--- src/rtl/pvic_pkg.sv ---
package pvic_pkg;
  localparam int STAT_GIE_BIT   = 2;
  localparam int STAT_SENSE_BIT = 7;
  localparam int REG_BYTE       = 8;

  function automatic logic [15:0] widen16(input logic [15:0] v);
    return v;
  endfunction
endpackage

--- src/rtl/pvic_latch_bank.sv ---
module pvic_latch_bank #(
  parameter int N_SRC = 12
) (
  input  logic             clk,
  input  logic             rst,
  input  logic [N_SRC-1:0] set_i,
  input  logic [N_SRC-1:0] fw_clr_i,
  input  logic [N_SRC-1:0] ack_clr_i,
  output logic [N_SRC-1:0] pend_o
);
  logic [N_SRC-1:0] pend_q;

  for (genvar i = 0; i < N_SRC; i++) begin : g_flag
    always_ff @(posedge clk) begin
      if (rst)
        pend_q[i] <= 1'b0;
      else if (set_i[i])
        pend_q[i] <= 1'b1;
      else if (fw_clr_i[i] || ack_clr_i[i])
        pend_q[i] <= 1'b0;
    end

    // an event beats any clear in the same cycle
    a_r10_set_wins: assert property (@(posedge clk) disable iff (rst)
      set_i[i] |=> pend_o[i]);
    // a flag is sticky while nothing clears it
    a_r2_sticky: assert property (@(posedge clk) disable iff (rst)
      (pend_o[i] && !fw_clr_i[i] && !ack_clr_i[i]) |=> pend_o[i]);
  end

  assign pend_o = pend_q;
endmodule

--- src/rtl/pvic_prio_enc.sv ---
module pvic_prio_enc #(
  parameter int N_SRC = 12,
  localparam int IW   = $clog2(N_SRC)
) (
  input  logic [N_SRC-1:0] req_i,
  output logic             any_o,
  output logic [IW-1:0]    idx_o,
  output logic [N_SRC-1:0] grant_o
);
  always_comb begin
    any_o = 1'b0;
    idx_o = '0;
    for (int i = N_SRC - 1; i >= 0; i--) begin
      if (req_i[i]) begin
        any_o = 1'b1;
        idx_o = IW'(i);
      end
    end
    grant_o = '0;
    if (any_o) grant_o[idx_o] = 1'b1;
  end
endmodule

--- src/rtl/pvic_gie.sv ---
module pvic_gie (
  input  logic clk,
  input  logic rst,
  input  logic take_i,
  input  logic di_i,
  input  logic ei_i,
  input  logic reti_i,
  output logic gie_o
);
  logic gie_q;

  always_ff @(posedge clk) begin
    if (rst)
      gie_q <= 1'b0;
    else if (take_i || di_i)
      gie_q <= 1'b0;
    else if (ei_i || reti_i)
      gie_q <= 1'b1;
  end

  assign gie_o = gie_q;

  a_r6_ack_drops_gie: assert property (@(posedge clk) disable iff (rst)
    take_i |=> !gie_o);
  a_r8_di_drops_gie: assert property (@(posedge clk) disable iff (rst)
    di_i |=> !gie_o);
  a_r8_ei_raises_gie: assert property (@(posedge clk) disable iff (rst)
    ((ei_i || reti_i) && !di_i && !take_i) |=> gie_o);
endmodule

--- src/rtl/pvic_top.sv ---
module pvic_top #(
  parameter int          N_SRC      = 12,
  parameter int          AW         = 8,
  parameter int          VW         = 12,
  parameter logic [11:0] VEC_BASE   = 12'h010,
  parameter logic [7:0]  A_EN_LO    = 8'h20,
  parameter logic [7:0]  A_EN_HI    = 8'h21,
  parameter logic [7:0]  A_CLR_LO   = 8'h22,
  parameter logic [7:0]  A_CLR_HI   = 8'h23,
  parameter logic [7:0]  A_STAT     = 8'h3F
) (
  input  logic             clk,
  input  logic             rst,
  input  logic [N_SRC-1:0] src_set,
  input  logic             reg_wr,
  input  logic [AW-1:0]    reg_addr,
  input  logic [7:0]       reg_wdata,
  output logic [7:0]       reg_rdata,
  input  logic             cmd_ei,
  input  logic             cmd_di,
  input  logic             cmd_reti,
  output logic             irq_req,
  input  logic             irq_ack,
  output logic [VW-1:0]    vec_addr,
  output logic             vec_valid
);
  import pvic_pkg::*;

  localparam int IW = $clog2(N_SRC);
  localparam int LO_N = (N_SRC < REG_BYTE) ? N_SRC : REG_BYTE;

  logic [N_SRC-1:0] en_q, pend, masked, grant, fw_clr, ack_clr;
  logic [IW-1:0]    win_idx;
  logic             any_hit, gie, take, sense;
  logic             wr_en_lo, wr_en_hi, wr_clr_lo, wr_clr_hi;
  logic [15:0]      wd16, en16;
  logic [VW-1:0]    vec_q;
  logic             vld_q;
  logic [7:0]       rd_q;

  assign wr_en_lo  = reg_wr && (reg_addr == AW'(A_EN_LO));
  assign wr_en_hi  = reg_wr && (reg_addr == AW'(A_EN_HI));
  assign wr_clr_lo = reg_wr && (reg_addr == AW'(A_CLR_LO));
  assign wr_clr_hi = reg_wr && (reg_addr == AW'(A_CLR_HI));
  assign wd16      = widen16({reg_wdata, reg_wdata});

  for (genvar i = 0; i < N_SRC; i++) begin : g_src
    if (i < LO_N) begin : g_lo
      assign fw_clr[i] = wr_clr_lo && wd16[i];
      always_ff @(posedge clk) begin
        if (rst)           en_q[i] <= 1'b0;
        else if (wr_en_lo) en_q[i] <= wd16[i];
      end
    end else begin : g_hi
      assign fw_clr[i] = wr_clr_hi && wd16[i];
      always_ff @(posedge clk) begin
        if (rst)           en_q[i] <= 1'b0;
        else if (wr_en_hi) en_q[i] <= wd16[i];
      end
    end
  end

  pvic_latch_bank #(.N_SRC(N_SRC)) u_bank (
    .clk(clk), .rst(rst), .set_i(src_set), .fw_clr_i(fw_clr),
    .ack_clr_i(ack_clr), .pend_o(pend)
  );

  assign masked = pend & en_q;

  pvic_prio_enc #(.N_SRC(N_SRC)) u_enc (
    .req_i(masked), .any_o(any_hit), .idx_o(win_idx), .grant_o(grant)
  );

  assign sense   = any_hit;
  assign irq_req = gie && any_hit;
  assign take    = irq_ack && irq_req;
  assign ack_clr = take ? grant : '0;

  pvic_gie u_gie (
    .clk(clk), .rst(rst), .take_i(take), .di_i(cmd_di),
    .ei_i(cmd_ei), .reti_i(cmd_reti), .gie_o(gie)
  );

  always_ff @(posedge clk) begin
    if (rst) begin
      vec_q <= '0;
      vld_q <= 1'b0;
    end else begin
      vld_q <= take;
      if (take) vec_q <= VW'(VEC_BASE) + (VW'(win_idx) << 1);
    end
  end

  always_comb begin
    en16 = '0;
    en16[N_SRC-1:0] = en_q;
  end

  always_ff @(posedge clk) begin
    if (rst) rd_q <= '0;
    else begin
      rd_q <= '0;
      if (reg_addr == AW'(A_EN_LO))      rd_q <= en16[7:0];
      else if (reg_addr == AW'(A_EN_HI)) rd_q <= en16[15:8];
      else if (reg_addr == AW'(A_STAT)) begin
        rd_q[STAT_SENSE_BIT] <= sense;
        rd_q[STAT_GIE_BIT]   <= gie;
      end
    end
  end

  assign reg_rdata = rd_q;
  assign vec_addr  = vec_q;
  assign vec_valid = vld_q;

  a_r4_req_needs_gie: assert property (@(posedge clk) disable iff (rst)
    irq_req |-> gie);
  a_r5_single_grant: assert property (@(posedge clk) disable iff (rst)
    $onehot0(grant) && (any_hit == (grant != '0)));
  a_r6_vld_pulse: assert property (@(posedge clk) disable iff (rst)
    vec_valid |=> !vec_valid);
  a_r6_vec_in_range: assert property (@(posedge clk) disable iff (rst)
    vec_valid |-> (vec_addr >= VW'(VEC_BASE)) &&
                  (vec_addr <= VW'(VEC_BASE) + VW'(2 * (N_SRC - 1))) &&
                  (vec_addr[0] == VEC_BASE[0]));
  a_r11_idle_ack: assert property (@(posedge clk) disable iff (rst)
    (irq_ack && !irq_req) |=> !vec_valid);
endmodule

--- config.mk ---
export PLATFORM = sky130hd
export DESIGN_NAME = pvic_top
export DESIGN_NICKNAME = d
export VERILOG_FILES = /design/src/rtl/pvic_pkg.sv /design/src/rtl/pvic_latch_bank.sv /design/src/rtl/pvic_prio_enc.sv /design/src/rtl/pvic_gie.sv /design/src/rtl/pvic_top.sv
export SDC_FILE = /design/constraint.sdc
export NUM_CORES = 1
export LEC_CHECK = 0
export BUFFER_PORTS_ARGS = -buffer_cell sky130_fd_sc_hd__buf_2
export CORE_MARGIN = 3
export CORE_UTILIZATION = 40
export CTS_CLUSTER_DIAMETER = 150
export CTS_CLUSTER_SIZE = 12
export DETAILED_ROUTE_END_ITERATION = 8
export GPL_TIMING_DRIVEN = 0
export SLEW_MARGIN = 40
export SYNTH_ARGS = -nofsm -noshare
export SYNTH_HDL_FRONTEND = slang
export SYNTH_SLANG_ARGS = --single-unit
--- constraint.sdc ---
create_clock -name clk -period 2.62 [get_ports clk]
set_input_delay 0.786 -clock clk [delete_from_list [all_inputs] [get_ports clk]]
set_output_delay 0.786 -clock clk [all_outputs]
set_load 0.05 [all_outputs]
==> flow_summary.json <==
{
  "rrSetupSlack_ns": 0.55,
  "drv_slew": 0,
  "pin_count": 57,
  "seq_area_frac_synth_pct": 41.3,
  "io_buffers": 48,
  "gp_congestion": 0.838,
  "cts_inserted_buffers": 5,
  "antenna_left": 0,
  "synthToLayoutAreaGrowth_pct": 25.1,
  "worstPathArrival_ns": 1.81,
  "final_nets": 319,
  "finalWirelength_um": 5010,
  "core_area_um2": 4440,
  "routedWlPerCell_um": 14.9,
  "firstDrtPassIters": 4,
  "reg2reg_from": "en16[5]",
  "drv_cap": 0,
  "grt_overflow": 0,
  "r2r-end": "vec_addr[1]",
  "synth_cell_type_count": 41,
  "worstMarginPinSlew_ns": 0.613,
  "grt_max_degree": 13,
  "start_util_pct": 42.5,
  "hold_viol": 0,
  "cp.required_ns": 1.83,
  "crit_start": "en16[5]",
  "clkLatencyLatePin_ns": 0.29,
  "worstRegToRegCells": 7,
  "grt_usage_pct": 18.8,
  "hold_path_class": "reg2reg",
  "synth_top_cell_area_share_pct": 41.3,
  "fmax_mhz": 386,
  "tns_ns": 0,
  "cts_hold_buffers": 0,
  "die_area_um2": 5590,
  "clock-sinks": 39,
  "relSlewSlack_pct": 58.8,
  "crit_type": "reg2out",
  "clk_pin_slew_worst_paths_ns": 0.08,
  "cts_tree": "done",
  "total_power_mw": 1.13,
  "synth-async-reset-ratio_pct": 0,
  "layout-drive-gt1-share_pct": 28.4,
  "critPathCaptureType": "output pin",
  "power_density_nw_per_um2": 478,
  "critPathMaxFanout": 4,
  "htreeDepth": 2,
  "p_leak_nw": 1.06,
  "antenna_found_initial": 0,
  "use_met1_pct": 24.1,
  "min_period_over_period_pct": 98.9,
  "ir_worst_vdd_v": 0.000253,
  "setup_viol": 0,
  "die_h_um": 74.8,
  "synth-seq-cells": 39,
  "grt_pass1_wl_um": 7810,
  "cp-start-kind": "flop",
  "status": "finished, final reports clean",
  "grt_pass1_vias": 1561,
  "skew_ns": 0.00667,
  "final.min_clock_period_ns": 2.59,
  "syn_avg_cell_area_um2": 8.67,
  "ys_warn_count": 0,
  "cp-endpoint": "irq_req",
  "synth_edf_count": 0,
  "grt_util_met3_pct": 4.41,
  "drc": 0,
  "grt.met2_usage_pct": 31.8,
  "via_per_inst": 5.20,
  "synth.largest_area_cell": "dfxtp_1",
  "die_w_um": 74.8,
  "top_usage_layer": "met2",
  "vias": 1752,
  "drtIter0Drc": 101,
  "synthCells": 218,
  "insertedDiodeCount": 0,
  "clockRootBuffer": "clkbuf_8",
  "rows": 24,
  "dp_hpwl_um": 3800,
  "synth_ff_type": "dfxtp_1",
  "netlist_area_um2": 1890,
  "cts_buffer_depth": 2,
  "synthTopCellsByArea": "dfxtp_1, mux2i_1, nand2_1, nor2_1, a21oi_1",
  "grt_setup_unrepaired": "yes"
}
Yosys cell counts, types with 3 or more instances:
master,count
dfxtp_1,39
nand2_1,29
nor2_1,26
mux2i_1,16
a21oi_1,14
inv_1,9
nor3_1,9
buf_4,7
a311oi_1,6
and2_1,6
clkbuf_1,5
a22oi_1,4
nand4_1,4
a31oi_1,3
and3_1,3
nand3_1,3
o211ai_1,3
o311a_1,3
how the worst min path moves through the flow:
stage                      from           end  slack, ns  cells after the start
finish              vec_addr[5]   vec_addr[5]       0.46                      2
global route        vec_addr[5]   vec_addr[5]       0.48                      2
CTS                 vec_addr[5]   vec_addr[5]       0.46                      2
detailed placement  vec_addr[5]   vec_addr[5]       0.45                      2
global placement    vec_addr[5]   vec_addr[5]       0.44                      2
floorplan               en16[4]  reg_rdata[4]       0.48                      1
layout make-up:
| class | instances | area [µm²] |
|---|---|---|
| clock buffer | 6 | 72.6 |
| sequential | 39 | 785 |
| buffer | 14 | 86.3 |
| tap | 52 | 65.1 |
| multi-input combinational | 162 | 1030 |
| timing repair buffer | 53 | 284 |
| inverter | 9 | 33.8 |
| clock inverter | 2 | 12.5 |
| fill | 434 | 2080 |
sequential cells by signal, indices dropped and copies added, names as in the netlist:
| name | count |
|---|---|
| en16 | 12 |
| reg_rdata | 8 |
| u_bank.pend_o | 12 |
| u_gie.gie_o | 1 |
| vec_addr | 5 |
| vec_valid | 1 |
critical path, cell delays in order, from the launching register on:
cell and delay (ns):
dfxtp_4 0.35, a22o_1 0.26, nand4b_1 0.21, or3_4 0.39
and2_4 0.17, buf_6 0.14
stage by stage:
step | area [µm²] | utilization [%] | setup WS, ns | std cells | hold slack [ns]
floorplan | 1910 | - | 0.282 | 224 | 0.477
global placement | 2220 | 49.9 | 0.0903 | 324 | 0.443
detailed placement | 2220 | 49.9 | 0.0676 | 324 | 0.446
CTS | 2330 | 52.5 | 0.00500 | 335 | 0.457
global route | 2360 | 53.2 | -0.0455 | 337 | 0.476
finish | 2360 | 53.2 | 0.0277 | 337 | 0.456
cell usage in the layout (no fill, tap or decap), types with 2 or more instances in the layout:
cell      synthesis  final
o311a_1           3      3
conb_1            1      7
nand2_1          29     29
a21o_1            2      2
inv_1             9      9
clkbuf_8          0      5
nand3_1           3      3
or3_4             1      2
clkbuf_1          5      6
a31oi_1           3      3
nand2b_1          2      2
a32o_1            2      2
and3_1            3      3
a22o_1            2      2
nand4_1           4      4
a311oi_1          6      6
dfxtp_1          39     38
mux2i_1          16     16
buf_4             7     12
nor3_1            9      9
buf_6             1      2
a22oi_1           4      4
nor2_1           26     26
a21oi_1          14     14
and2_1            6      5
o211ai_1          3      3
buf_2             0     47
or2_2             2      2
power breakdown:
group          internal [mW]  switching (mW)  leakage [nW]  total [mW]
Combinational         0.0450          0.0705         0.695       0.116
Clock                  0.186           0.213        0.0412       0.399
Sequential             0.606          0.0113         0.319       0.617
Total                  0.837           0.295          1.06        1.13
per-layer routing:
metal,routed length (µm),up-vias,share of wire (%)
met5,0,-,0
met4,62,0,1.2
met3,254,5,5.1
met2,2400,44,48
met1,2300,809,46
li1,-,894,-
cell families (layout without fill, tap and decap cells):
| group | after synthesis | after routing | synth area share, % |
|---|---|---|---|
| simple gates | 96 | 96 | 26.1 |
| compound gates | 43 | 43 | 17.5 |
| flops | 39 | 39 | 41.3 |
| buf+inv | 23 | 84 | 6.35 |
| mux | 16 | 16 | 8.47 |
| other cells | 1 | 7 | 0.198 |
what timing repair did:
action,4_1_cts,5_1_grt
buffers inserted,3,2
setup endpoints to repair,1,1
gates resized for setup,2,4
pin swaps,2,2
gates cloned,0,0
No activity file was read; power rests on OpenSTA's default activity.
